[config.mk]
export PLATFORM = sky130hd
export DESIGN_NAME = cfg_smbus_slave
export DESIGN_NICKNAME = d
export VERILOG_FILES = /design/src/rtl/cfg_smbus_slave.sv
export SDC_FILE = /design/constraint.sdc
export NUM_CORES = 1
export LEC_CHECK = 0
export ABC_CLOCK_PERIOD_IN_PS = 3900
export BUFFER_PORTS_ARGS = -buffer_cell sky130_fd_sc_hd__clkbuf_2
export CORE_MARGIN = 1.5
export CORE_UTILIZATION = 64
export CTS_CLUSTER_SIZE = 24
export DETAILED_ROUTE_END_ITERATION = 12
export PLACE_DENSITY_LB_ADDON = 0.12
export SLEW_MARGIN = 0
export SYNTH_ARGS = -nofsm -noshare
export SYNTH_HDL_FRONTEND = slang
export SYNTH_SLANG_ARGS = --single-unit
[constraint.sdc]
create_clock -name clk -period 3.9 [get_ports clk]
set_clock_uncertainty 0.15 [all_clocks]
set_input_delay 0.39 -clock clk [delete_from_list [all_inputs] [get_ports clk]]
set_output_delay 0.39 -clock clk [all_outputs]
set_load 0.005 [all_outputs]
[src/rtl/cfg_smbus_slave.sv]
module cfg_smbus_slave #(
  parameter int NREG = 16,
  parameter logic [6:0] BASE_ADDR = 7'h58,
  parameter int FILT = 4,
  parameter int GATE_IDX = 6,
  parameter int GATE_BIT = 3,
  parameter int RST_IDX = 7,
  parameter int RST_BIT = 6
) (
  input  logic              clk,
  input  logic              rst_n,
  input  logic              scl_i,
  input  logic              sda_i,
  output logic              sda_oe,
  input  logic [3:0]        strap_addr,
  input  logic              mode_en,
  input  logic              pwr_dn,
  input  logic              load_done,
  output logic [NREG*8-1:0] ctl_live
);

  localparam int AW = $clog2(NREG);
  localparam int FW = $clog2(FILT + 1);
  localparam logic [7:0] RST_I8  = 8'(RST_IDX);
  localparam logic [7:0] RST_MSK = 8'(1 << RST_BIT);
  localparam logic [AW-1:0] GATE_A = AW'(GATE_IDX);
  localparam logic [AW-1:0] RST_A  = AW'(RST_IDX);

  function automatic logic [7:0] dflt(input int i);
    case (i)
      6:  return 8'h10;
      7:  return 8'h01;
      11: return 8'h70;
      15: return 8'h2F;
      default: return 8'h00;
    endcase
  endfunction

  function automatic logic [NREG*8-1:0] dflt_all();
    logic [NREG*8-1:0] r;
    for (int i = 0; i < NREG; i++) r[i*8 +: 8] = dflt(i);
    return r;
  endfunction

  // line conditioning: two-flop sync, then a stability filter
  logic [1:0] raw, s1, s2, filt, filt_q;
  logic [FW-1:0] cnt [2];
  assign raw = {scl_i, sda_i};

  always_ff @(posedge clk or negedge rst_n) begin
    if (!rst_n) begin
      s1 <= 2'b11; s2 <= 2'b11; filt <= 2'b11; filt_q <= 2'b11;
      for (int k = 0; k < 2; k++) cnt[k] <= '0;
    end else begin
      s1 <= raw;
      s2 <= s1;
      filt_q <= filt;
      for (int k = 0; k < 2; k++) begin
        if (s2[k] == filt[k]) cnt[k] <= '0;
        else if (cnt[k] == FW'(FILT - 1)) begin
          filt[k] <= s2[k];
          cnt[k]  <= '0;
        end else cnt[k] <= cnt[k] + 1'b1;
      end
    end
  end

  logic scl_f, sda_f, scl_p, sda_p;
  assign {scl_f, sda_f} = filt;
  assign {scl_p, sda_p} = filt_q;

  logic scl_rise, scl_fall, start_c, stop_c;
  assign scl_rise = scl_f & ~scl_p;
  assign scl_fall = ~scl_f & scl_p;
  assign start_c  = scl_f & scl_p & sda_p & ~sda_f;
  assign stop_c   = scl_f & scl_p & ~sda_p & sda_f;

  logic [6:0] my_addr;
  assign my_addr = BASE_ADDR + {3'b000, strap_addr};

  // register storage
  logic [7:0] regs [NREG];
  logic       soft_rst;
  logic       wr_en;
  logic [7:0] wr_data, idx, rd_byte;

  assign rd_byte = (idx == 8'h00) ? {pwr_dn, strap_addr, load_done, 2'b00} :
                   (int'(idx) < NREG) ? regs[idx[AW-1:0]] : 8'h00;

  always_ff @(posedge clk or negedge rst_n) begin
    if (!rst_n) begin
      for (int i = 0; i < NREG; i++) regs[i] <= dflt(i);
      soft_rst <= 1'b0;
    end else if (!mode_en || soft_rst) begin
      for (int i = 0; i < NREG; i++) regs[i] <= dflt(i);
      soft_rst <= 1'b0;
    end else if (wr_en && idx != 8'h00 && int'(idx) < NREG) begin
      if (idx == RST_I8) begin
        regs[RST_A] <= wr_data & ~RST_MSK;
        soft_rst    <= |(wr_data & RST_MSK);
      end else regs[idx[AW-1:0]] <= wr_data;
    end
  end

  // gated live image
  logic [NREG*8-1:0] reg_flat;
  always_comb for (int i = 0; i < NREG; i++) reg_flat[i*8 +: 8] = regs[i];

  always_ff @(posedge clk or negedge rst_n) begin
    if (!rst_n) ctl_live <= dflt_all();
    else if (!mode_en) ctl_live <= dflt_all();
    else if (regs[GATE_A][GATE_BIT]) ctl_live <= reg_flat;
  end

  // bus protocol
  typedef enum logic [2:0] {S_IDLE, S_RX, S_ACK, S_TX, S_MACK} st_t;
  typedef enum logic [1:0] {PH_ADDR, PH_IDX, PH_DATA} ph_t;
  st_t st;
  ph_t ph;
  logic [3:0] bcnt;
  logic [7:0] sr;
  logic       rw;

  always_ff @(posedge clk or negedge rst_n) begin
    if (!rst_n) begin
      st <= S_IDLE; ph <= PH_ADDR; bcnt <= '0; sr <= '0; rw <= 1'b0;
      idx <= '0; sda_oe <= 1'b0; wr_en <= 1'b0; wr_data <= '0;
    end else if (!mode_en) begin
      st <= S_IDLE; ph <= PH_ADDR; bcnt <= '0; sda_oe <= 1'b0; wr_en <= 1'b0;
    end else begin
      wr_en <= 1'b0;
      if (start_c) begin
        st <= S_RX; ph <= PH_ADDR; bcnt <= '0; sda_oe <= 1'b0;
      end else if (stop_c) begin
        st <= S_IDLE; sda_oe <= 1'b0;
      end else begin
        case (st)
          S_RX: begin
            if (scl_rise) begin
              sr   <= {sr[6:0], sda_f};
              bcnt <= bcnt + 1'b1;
            end else if (scl_fall && bcnt == 4'd8) begin
              case (ph)
                PH_ADDR: begin
                  if (sr[7:1] == my_addr) begin
                    rw <= sr[0]; sda_oe <= 1'b1; st <= S_ACK;
                  end else st <= S_IDLE;
                end
                PH_IDX: begin
                  idx <= sr; sda_oe <= 1'b1; st <= S_ACK;
                end
                default: begin
                  wr_en <= 1'b1; wr_data <= sr; sda_oe <= 1'b1; st <= S_ACK;
                end
              endcase
            end
          end
          S_ACK: begin
            if (scl_fall) begin
              sda_oe <= 1'b0;
              bcnt   <= '0;
              case (ph)
                PH_ADDR: begin
                  if (rw) begin
                    st <= S_TX; sr <= rd_byte; sda_oe <= ~rd_byte[7]; bcnt <= 4'd1;
                  end else begin
                    st <= S_RX; ph <= PH_IDX;
                  end
                end
                PH_IDX: begin
                  st <= S_RX; ph <= PH_DATA;
                end
                default: st <= S_IDLE;
              endcase
            end
          end
          S_TX: begin
            if (scl_fall) begin
              if (bcnt == 4'd8) begin
                sda_oe <= 1'b0; st <= S_MACK;
              end else begin
                sda_oe <= ~sr[~bcnt[2:0]];
                bcnt   <= bcnt + 1'b1;
              end
            end
          end
          S_MACK: if (scl_rise) st <= S_IDLE;
          default: ;
        endcase
      end
    end
  end

  p_soft_clear_r7: assert property (@(posedge clk) disable iff (!rst_n)
    soft_rst |=> (regs[RST_A] == dflt(RST_IDX) && regs[GATE_A] == dflt(GATE_IDX)));

  p_gate_hold_r8: assert property (@(posedge clk) disable iff (!rst_n)
    (mode_en && !regs[GATE_A][GATE_BIT]) |=> (!mode_en || $stable(ctl_live)));

  p_mode_quiet_r10: assert property (@(posedge clk) disable iff (!rst_n)
    !mode_en |=> !sda_oe);

  p_oe_scl_low_r11: assert property (@(posedge clk) disable iff (!rst_n)
    (mode_en && $past(mode_en) && scl_f && $past(scl_f)) |-> $stable(sda_oe));

  p_mode_dflt_r10: assert property (@(posedge clk) disable iff (!rst_n)
    !mode_en |=> (!mode_en || ctl_live == dflt_all()));

endmodule

==> impl_metrics.json, run 1 <==
{
  "outcome": "finished, final reports clean",
  "final_common_cell": "dfrtp_1",
  "die_w_um": 152,
  "setup_viol_count_final": 0,
  "worst-endpoint-arrival_ns": 2.92,
  "number_of_port_buffers": 139,
  "vias_in_the_first_global_route": 9639,
  "timing.max_slew.rel_slack_pct": 22.5,
  "cts.path.max_buffers": 3,
  "placementRows": 54,
  "p_leak_nw": 6.92,
  "synth_compound_gate_area_share_pct": 6.35,
  "crit_fanout": 17,
  "timing.setup.tns_ns": 0,
  "worstSetupEndpointType": "register",
  "cts_setup_buffers": 0,
  "number_of_levels_the_h_tree_was_split_into": 1,
  "seq_area_frac_synth_pct": 54.5,
  "max-vdd-ir-drop_mv": 0.347,
  "timing_max_transition_violations_final": 0,
  "share_clk_of_total_power_pct": 41.8,
  "post_synth_xor_area_fraction_pct": 0.371,
  "grt_antenna_before_repair": 0,
  "cts_sink_cnt": 307,
  "number_of_synthesized_flops_with_an_enable_pin": 0,
  "achievable-frequency_ghz": 0.372,
  "clockRootBuffer": "clkbuf_16",
  "min_period_ns": 2.69,
  "fp.coreArea_mm2": 0.0218,
  "synth-adder-area-share_pct": 0.354,
  "wirelength_per_cell_um": 20.9,
  "initial_utilization_pct": 65.0,
  "weighted_congestion_reported_at_the_end_of_routability_driven_placement": 0.919,
  "grt_setup_unrepaired": "no",
  "synth_area_per_cell_um2": 11.3,
  "nFillCells": 1524,
  "combPwrFrac_pct": 7.2,
  "design.portCount": 140,
  "internal-power_mw": 5.16,
  "drc_errors": 0,
  "drt_pre_antenna_iters": 5,
  "worstPathRequired_ns": 4.13,
  "dp_hpwl_um": 22700,
  "max_cap_violations": 0,
  "post_route_cells_drive_above_1_share_pct": 21.6,
  "overflow": 0,
  "finalInstanceArea_mm2": 0.0160,
  "insertion_delay_ns": 0.56,
  "route.antenna.remaining_nets": 0,
  "dr_total_vias": 10178,
  "postPlaceCellArea_mm2": 0.0150,
  "avgViaCountPerCell": 6.12,
  "timing.hold.worst.class": "in2reg",
  "synth_simple_gate_area_share_pct": 16.9,
  "initialDrtViolationCount": 913,
  "syn_nets": 1269,
  "hold_viol": 0,
  "number_of_library_cell_types_mapped_by_synthesis": 61,
  "power_density_mw_per_mm2": 425,
  "synth-async-reset-ratio_pct": 100,
  "worst-setup-path-type": "reg2reg",
  "grt_max_degree": 130,
  "synth_top_family_by_area": "multiplexers",
  "fin_crit_sh_pct": 68.9,
  "startpoint_type_of_the_worst_setup_path": "register",
  "grt.total_usage_pct": 30.7,
  "most-common-layout-cells": "dfrtp_1, mux2i_1, clkbuf_2",
  "ys_ff_latch": 307,
  "synth.mux.area_fraction_pct": 18.2,
  "grt_first_pass_wirelength_um": 54500,
  "antenna_cells_inserted": 0,
  "yosysWarningCount": 0,
  "finalPower_mw": 6.80,
  "synthCells": 1254,
  "synth_flop_cell": "dfrtp_1",
  "power_frac_seq_pct": 51.0,
  "tightestPinTransition_ns": 1.16,
  "switching_pwr_mw": 1.63,
  "post_synth_instance_area_mm2": 0.0142,
  "clock_tree_from_tritoncts": "yes",
  "fin_nets": 1373,
  "cts_buffers": 31,
  "dieHeight_um": 152,
  "cts.clk_slew.worst_paths_ns": 0.06,
  "syn2layout_area_growth_pct": 13.1,
  "die-area_mm2": 0.0230,
  "power.switching_fraction_pct": 24.0,
  "routed_wirelength_um": 34700
}
what timing repair did:
action	in CTS	in global routing
hold buffers	3	0
endpoints found under the hold margin	93	0
resized for setup	0	0
per-layer routing:
layer  global-route usage, %  up-vias  wire length, um
li1                        -     4593                -
met1                    46.6     5042            15100
met2                    45.1      463            15600
met3                    6.41       80             3120
met4                    8.13        0              818
met5                       0        -                0
critical path, stage by stage, from the launching register on:
cell and delay (ns):
dfrtp_1 0.59, and2_0 0.38, and3_1 0.52, buf_4 0.34, nand2_1 0.29, nand2_1 0.16
a21oi_1 0.07
stage by stage:
step,std cells,hold WS [ns],util (%),setup slack [ns]
6_report,1662,0.120,73.5,1.21
5_1_grt,1662,0.157,73.5,0.985
4_1_cts,1662,0.109,73.5,1.30
3_5_place_dp,1602,0.202,68.9,1.29
3_3_place_gp,1602,0.200,68.9,1.33
2_1_floorplan,1254,-0.0556,-,1.68
cell usage after synthesis, types with 2 or more instances:
cell / number / area share, %
buf_4: 5 / 0.27
mux2_2: 20 / 1.6
a21oi_2: 2 / 0.12
nor4b_1: 4 / 0.25
buf_2: 32 / 1.1
o21a_1: 2 / 0.11
mux4_2: 26 / 4.1
nor3_1: 3 / 0.11
nand3b_1: 2 / 0.11
o2bb2ai_1: 4 / 0.25
a211oi_1: 3 / 0.16
o21ai_1: 2 / 0.071
o211ai_1: 9 / 0.48
nor4bb_1: 2 / 0.14
nand2_1: 136 / 3.6
ha_1: 4 / 0.35
nand3_1: 100 / 3.5
nand2b_1: 2 / 0.088
nor3_4: 2 / 0.23
buf_6: 3 / 0.24
buf_1: 3 / 0.080
a31oi_1: 4 / 0.18
nor2_1: 48 / 1.3
nor3b_1: 2 / 0.11
nand4_1: 2 / 0.088
a21oi_1: 99 / 3.5
mux2i_1: 177 / 13
and2_1: 9 / 0.40
dfrtp_1: 279 / 49
o21ai_0: 10 / 0.35
xnor2_1: 6 / 0.37
nand3_2: 4 / 0.28
and2b_1: 2 / 0.11
and3_1: 3 / 0.13
nor2b_1: 129 / 5.7
a22oi_1: 10 / 0.53
inv_1: 6 / 0.16
clkbuf_1: 48 / 1.3
dfstp_2: 28 / 5.2
logic make-up (layout without fill, tap and decap cells):
logic type      Yosys count  count (layout)
fa+ha+maj                 4               4
flops                   307             307
buf+inv                  99             227
mux                     223             223
xor+xnor                  6               6
compound gates          154             154
simple gates            461             461
registers in the layout (all words and copies together) (netlist names):
signal and count:
sda_oe 1, cnt 6, reg_flat 128, sr 8, s1 2, filt_q 2, wr_en 1, wr_data 8
rw 1, ctl_live 128, ph 2, s2 2, idx 8, soft_rst 1, filt 2, st 3
bcnt 4
worst paths after layout:
check                         from           end  slack [ns]  cells after the start
min                        mode_en         st[2]        0.12                      3
max reg2reg                 idx[0]  reg_flat[63]        1.21                      6
min reg2reg                  s1[0]         s2[0]        0.21                      0
max                         idx[0]  reg_flat[63]        1.21                      6
min in group asynchronous    rst_n   ctl_live[5]        0.28                      2
max in group asynchronous    rst_n         s2[1]        2.33                      3
power by group through the flow:
stage                     sequential, mW  combinational, mW  clock [mW]
after global placement              3.52              0.467           0
after detailed placement            3.52              0.483           0
final                               3.46              0.489        2.84
after global routing                3.48              0.547        3.00
after floorplan                     3.45              0.351           0
after CTS                           3.46              0.490        2.89
layout make-up:
type                            instances  area, um^2  share of cell area, %
Timing Repair Buffer                  163         946                   5.91
Clock inverter                          7        62.6                  0.391
Sequential cell                       307        7720                   48.3
Tap cell                              280         350                   2.19
Multi-Input combinational cell        848        5980                   37.4
Clock buffer                           50         907                   5.67
Inverter                                7        26.3                  0.164
Power figures use the tool's default switching activity.
==> run 2: changes to the inputs <==
--- a/config.mk
+++ b/config.mk
@@ -5,10 +5,10 @@
 export SDC_FILE = /design/constraint.sdc
 export NUM_CORES = 1
 export LEC_CHECK = 0
-export ABC_CLOCK_PERIOD_IN_PS = 3900
+export ABC_CLOCK_PERIOD_IN_PS = 2200
 export BUFFER_PORTS_ARGS = -buffer_cell sky130_fd_sc_hd__clkbuf_2
 export CORE_MARGIN = 1.5
-export CORE_UTILIZATION = 64
+export CORE_UTILIZATION = 54
 export CTS_CLUSTER_SIZE = 24
 export DETAILED_ROUTE_END_ITERATION = 12
 export PLACE_DENSITY_LB_ADDON = 0.12
==> constraint.sdc (replaced) <==
create_clock -name clk -period 2.2 [get_ports clk]
set_clock_uncertainty 0.15 [all_clocks]
set_input_delay 0.22 -clock clk [delete_from_list [all_inputs] [get_ports clk]]
set_output_delay 0.22 -clock clk [all_outputs]
set_load 0.005 [all_outputs]
==> run 2 against run 1 <==
  * The flow now finishes with violations (setup timing)
  * Cell area rose by 5.9%
  * Critical path depth rose by 3
  * Maximum frequency rose by 19%
  * Register-to-register slack got worse by 1.3 ns
  * Sequential power rose by 75%
  * Largest cell class unchanged
  * Global-route usage fell by 2.9 points
  * Critical endpoint is now idx[0]
==> impl_metrics.json, run 2 (synthesis results as in run 1) <==
{
  "dr_total_vias": 10272,
  "worstRegToRegCells": 9,
  "hold_viol": 0,
  "number_of_port_buffers": 139,
  "fin_crit_sh_pct": 103,
  "wirelength_per_cell_um": 20.8,
  "achievable-frequency_ghz": 0.441,
  "finalPower_mw": 13.0,
  "fp.coreArea_mm2": 0.0259,
  "weighted_congestion_reported_at_the_end_of_routability_driven_placement": 0.879,
  "nFillCells": 2002,
  "p_leak_nw": 7.37,
  "placementRows": 59,
  "worst-setup-path-type": "reg2reg",
  "avgViaCountPerCell": 5.77,
  "overflow": 0,
  "cts.path.max_buffers": 3,
  "dp_hpwl_um": 25000,
  "worstPathRequired_ns": 2.44,
  "outcome": "finished with violations",
  "r2r_end": "idx[0]",
  "cts_sink_cnt": 307,
  "hold-path-cell-count": 3,
  "post_route_cells_drive_above_1_share_pct": 26.3,
  "timing.max_slew.rel_slack_pct": 35.7,
  "finalInstanceArea_mm2": 0.0169,
  "design.portCount": 140,
  "worst-r2r-setup-slack_ns": -0.07,
  "setup_viol_count_final": 13,
  "worst_hold_startpoint": "mode_en",
  "initial_utilization_pct": 54.6,
  "initialDrtViolationCount": 999,
  "drt_pre_antenna_iters": 5,
  "fin_nets": 1436,
  "failing_checks": "setup timing",
  "timing_max_transition_violations_final": 0,
  "grt.total_usage_pct": 27.8,
  "number_of_levels_the_h_tree_was_split_into": 2,
  "vias_in_the_first_global_route": 9834,
  "postPlaceCellArea_mm2": 0.0156,
  "antenna_cells_inserted": 0,
  "min_delay_worst_endpoint": "ctl_live[59]",
  "layoutNonFillerInstCount": 1781,
  "crit_start": "bcnt[0]",
  "cts_buffers": 34,
  "timing.hold.worst.class": "in2reg",
  "grt_max_degree": 83,
  "max_cap_violations": 0,
  "tightestPinTransition_ns": 0.965,
  "route.antenna.remaining_nets": 0,
  "grt_antenna_before_repair": 0,
  "dieHeight_um": 165,
  "post-route-util_pct": 65.4,
  "crit_fanout": 8,
  "grt_first_pass_wirelength_um": 57600,
  "clock_tree_from_tritoncts": "yes",
  "max-vdd-ir-drop_mv": 0.649,
  "power_density_mw_per_mm2": 768,
  "syn2layout_area_growth_pct": 19.7,
  "place_inst": 1709,
  "cts.clk_slew.worst_paths_ns": 0.06,
  "drc_errors": 0,
  "worst-endpoint-arrival_ns": 2.51,
  "setup_slack_ns": -0.0670,
  "die-area_mm2": 0.0272,
  "worstSetupEndpointType": "register",
  "clockRootBuffer": "clkbuf_16",
  "timing.setup.tns_ns": -0.473,
  "insertion_delay_ns": 0.51,
  "routed_wirelength_um": 37100,
  "startpoint_type_of_the_worst_setup_path": "register",
  "grt_setup_unrepaired": "yes",
  "min_period_ns": 2.27,
  "die_w_um": 165,
  "most-common-layout-cells": "dfrtp_1, mux2i_1, clkbuf_2",
  "final_common_cell": "dfrtp_1",
  "regToRegStartpoint": "bcnt[0]"
}
run 2: cell types whose count changed in the layout (fill, tap and decap cells not counted), moves of 2 or more:
cell,delta
bufinv_16,+2
mux2_4,+9
dfrtp_2,+2
mux2_2,-9
dfrtp_1,-2
and2_4,+2
buf_4,+45
nand2_1,-7
nand2_2,+7
buf_6,+2
buf_12,+12
clkbuf_1,-2
clkbuf_16,+4
run 2: worst max path at each step:
stage / to / slack [ns]
floorplan: idx[0] / -0.02
global placement: idx[1] / -0.06
detailed placement: idx[7] / -0.11
CTS: idx[6] / -0.06
global route: idx[1] / -0.13
finish: idx[0] / -0.07
run 2: per-stage QoR:
stage	worst slack [ns]	hold slack, ns
after floorplan	-0.0178	-0.226
after global placement	-0.0586	0.0292
after detailed placement	-0.108	0.0314
after CTS	-0.0553	0.0528
after global routing	-0.133	0.0634
final	-0.0670	0.0599
run 2: per-layer routing:
layer	GRT usage, %	up-vias	routed length [um]	part of all wire [%]
met5	0	-	0	0
met4	7.04	0	765	2.1
met3	4.95	63	2810	7.6
met2	41.8	409	16800	45
met1	41.7	5078	16600	45
li1	-	4722	-	-
run 2: final cells by class:
class,count,area [um^2],share of cell area (%)
well taps,335,419,2.47
repair buffers,222,1550,9.13
multi-input cells,849,6100,36.0
flip-flops and latches,307,7720,45.6
clock buffers,52,1000,5.90
clock inverters,9,124,0.731
inverters,7,26.3,0.155
run 2: critical path, cell delays in order, from the launching register on:
cell      delay [ns]
dfrtp_1         0.39
inv_2           0.08
ha_4            0.13
nand2_2         0.04
or3_4           0.33
nand2b_4        0.16
nor3_4          0.16
and3b_1         0.21
buf_6           0.15
mux2_2          0.34
run 2: power by group:
part | leakage [nW] | switching [mW] | internal [mW] | total, mW
logic | 2.64 | 0.657 | 0.571 | 1.23
registers | 4.17 | 0.190 | 5.85 | 6.04
clock network | 0.554 | 2.24 | 3.49 | 5.73
run 2: timing repair:
item | in CTS | in global routing
cloned | 0 | 1
gates resized for setup | 10 | 21
buffers inserted | 2 | 6
hold endpoints to repair | 255 | 0
endpoints found under the setup margin | 22 | 71
pin swaps | 0 | 4
hold buffers | 3 | 0
==> run 3: changes to the inputs <==
--- a/config.mk
+++ b/config.mk
@@ -7,11 +7,14 @@
 export LEC_CHECK = 0
 export ABC_CLOCK_PERIOD_IN_PS = 2200
 export BUFFER_PORTS_ARGS = -buffer_cell sky130_fd_sc_hd__clkbuf_2
+export CELL_PAD_IN_SITES_DETAIL_PLACEMENT = 0
+export CELL_PAD_IN_SITES_GLOBAL_PLACEMENT = 1
 export CORE_MARGIN = 1.5
-export CORE_UTILIZATION = 54
+export CORE_UTILIZATION = 43
 export CTS_CLUSTER_SIZE = 24
 export DETAILED_ROUTE_END_ITERATION = 12
 export PLACE_DENSITY_LB_ADDON = 0.12
+export RECOVER_POWER = 50
 export SLEW_MARGIN = 0
 export SYNTH_ARGS = -nofsm -noshare
 export SYNTH_HDL_FRONTEND = slang
==> run 3 against run 2 <==
  * The flow still finishes with violations (setup timing)
  * Worst setup slack improved by 0.0061 ns
  * Critical path depth did not move
  * Critical path type unchanged
  * Routed wire length rose by 8.9%
  * Highest routed layer unchanged
  * First-iteration DRC count decreased by 24%
  * Non-clock buffer count increased by 12
  * Critical endpoint is now idx[1]
==> impl_metrics.json, run 3 (synthesis results as in run 1) <==
{
  "achievable-frequency_ghz": 0.442,
  "dp_hpwl_um": 26600,
  "syn2layout_area_growth_pct": 23.6,
  "timing.hold.worst.class": "in2reg",
  "path_cells": "inv_2, ha_4, nand2_2, or3_4, nand2b_4, nor3_4, and3b_1, buf_6, mux2_4",
  "crit_path_top_delay_cell": "dfrtp_1",
  "initial_utilization_pct": 43.6,
  "antenna_cells_inserted": 0,
  "drt_pre_antenna_iters": 5,
  "crit_fanout": 8,
  "worstSetupEndpointType": "register",
  "weighted_congestion_reported_at_the_end_of_routability_driven_placement": 0.856,
  "power_density_mw_per_mm2": 795,
  "grt_antenna_before_repair": 0,
  "grt.total_usage_pct": 24.0,
  "crit_start": "bcnt[0]",
  "worstRegToRegCells": 9,
  "die-area_mm2": 0.0340,
  "dr_total_vias": 10320,
  "timing_max_transition_violations_final": 0,
  "avgViaCountPerCell": 5.41,
  "pre_cts_ws_ns": -0.104,
  "fin_crit_sh_pct": 103,
  "outcome": "finished with violations",
  "cts_sink_cnt": 307,
  "setup_slack_ns": -0.0609,
  "placementRows": 66,
  "most_crowded_layer_after_global_routing": "met2",
  "hold-path-cell-count": 6,
  "vias_in_the_first_global_route": 10236,
  "clock_tree_from_tritoncts": "yes",
  "hold_viol": 0,
  "overflow": 0,
  "setup_viol_count_final": 14,
  "timing.max_slew.rel_slack_pct": 6.70,
  "max-vdd-ir-drop_mv": 0.522,
  "grt.met3_usage_pct": 3.71,
  "worst-endpoint-arrival_ns": 2.52,
  "startpoint_type_of_the_worst_setup_path": "register",
  "globalRouteMet2Util_pct": 36.8,
  "drc_errors": 0,
  "worstPathRequired_ns": 2.46,
  "grt_first_pass_wirelength_um": 62400,
  "cts.clk_slew.worst_paths_ns": 0.06,
  "dieHeight_um": 184,
  "p_leak_nw": 7.54,
  "tightestPinTransition_ns": 1.40,
  "route.antenna.remaining_nets": 0,
  "grt_max_degree": 130,
  "number_of_levels_the_h_tree_was_split_into": 2,
  "regToRegStartpoint": "bcnt[0]",
  "finalPower_mw": 13.9,
  "routed_wirelength_um": 40400,
  "fin_nets": 1451,
  "wirelength_per_cell_um": 21.2,
  "cts_buffers": 37,
  "max_cap_violations": 0,
  "post_route_cells_drive_above_1_share_pct": 27.2,
  "clockRootBuffer": "clkbuf_16",
  "insertion_delay_ns": 0.52,
  "nFillCells": 2917,
  "cts.path.max_buffers": 3,
  "grt_setup_unrepaired": "yes",
  "globalRouteMet1Util_pct": 35.5,
  "number_of_port_buffers": 139,
  "die_w_um": 184,
  "failing_checks": "setup timing",
  "final_common_cell": "dfrtp_1",
  "initialDrtViolationCount": 761,
  "worst-r2r-setup-slack_ns": -0.06,
  "worst-setup-path-type": "reg2reg",
  "min_period_ns": 2.26,
  "most-common-layout-cells": "dfrtp_1, mux2i_1, clkbuf_2",
  "design.portCount": 140,
  "critPathMaxStageDelay_ns": 0.39,
  "timing.setup.tns_ns": -0.589,
  "worst_hold_startpoint": "strap_addr[1]",
  "fp.coreArea_mm2": 0.0325
}
[run 3: cell count changes in the layout (fill, tap and decap cells not counted), sizes merged]
| cell | delta |
|---|---|
| buf | +7 |
| bufinv | +2 |
| clkbuf | +7 |
| clkinv | +1 |
| clkinvlp | +1 |
| dlygate4sd3 | +1 |
[run 3: power breakdown]
group | leakage (nW) | switching, mW | internal (mW)
clock | 0.659 | 2.42 | 4.17
sequential | 4.17 | 0.189 | 5.85
combinational | 2.71 | 0.701 | 0.590
[run 3: area by class of cell]
type	count	area, um^2	area share (%)
multi-input cells	849	6150	35.2
well taps	442	553	3.16
clock inverters	13	200	1.14
clock buffers	55	1140	6.49
repair buffers	234	1700	9.72
flip-flops and latches	307	7720	44.2
inverters	7	26.3	0.150
[run 3: repair_timing]
action	CTS	global route
gates resized for setup	28	26
gates cloned	1	3
endpoints found under the setup margin	50	80
hold buffers	4	0
pin swaps	4	9
buffers inserted	7	7
hold endpoints to repair	295	0
[run 3: layer usage]
layer / vias to the layer above / wire length, um
met2: 301 / 18300
met4: 0 / 703
li1: 4757 / -
met3: 42 / 2040
met1: 5220 / 19300
met5: - / 0
[run 3: critical path: cells and delay by family, from the launching register on]
kind	cells	cell delay, ns
adders and majority gates	1	0.13
buffers and inverters	2	0.25
DFF	1	0.39
muxes	1	0.31
and+or+nand+nor	5	0.90
[run 3: worst paths after layout]
| kind | to |
|---|---|
| hold / removal | rw |
| max in group asynchronous | reg_flat[92] |
| min in group asynchronous | ctl_live[4] |
| hold reg to reg | s2[1] |
| setup / recovery | idx[1] |
| setup reg to reg | idx[1] |
[run 3: stage by stage]
step	cells	hold slack, ns	utilization, %	area [um^2]
3_5_place_dp	1818	0.0269	48.7	15800
6_report	1907	0.145	53.9	17500
5_1_grt	1907	0.174	53.9	17500
4_1_cts	1897	0.0737	53.4	17300
2_1_floorplan	1254	-0.226	-	14200
3_3_place_gp	1818	0.0276	48.7	15800
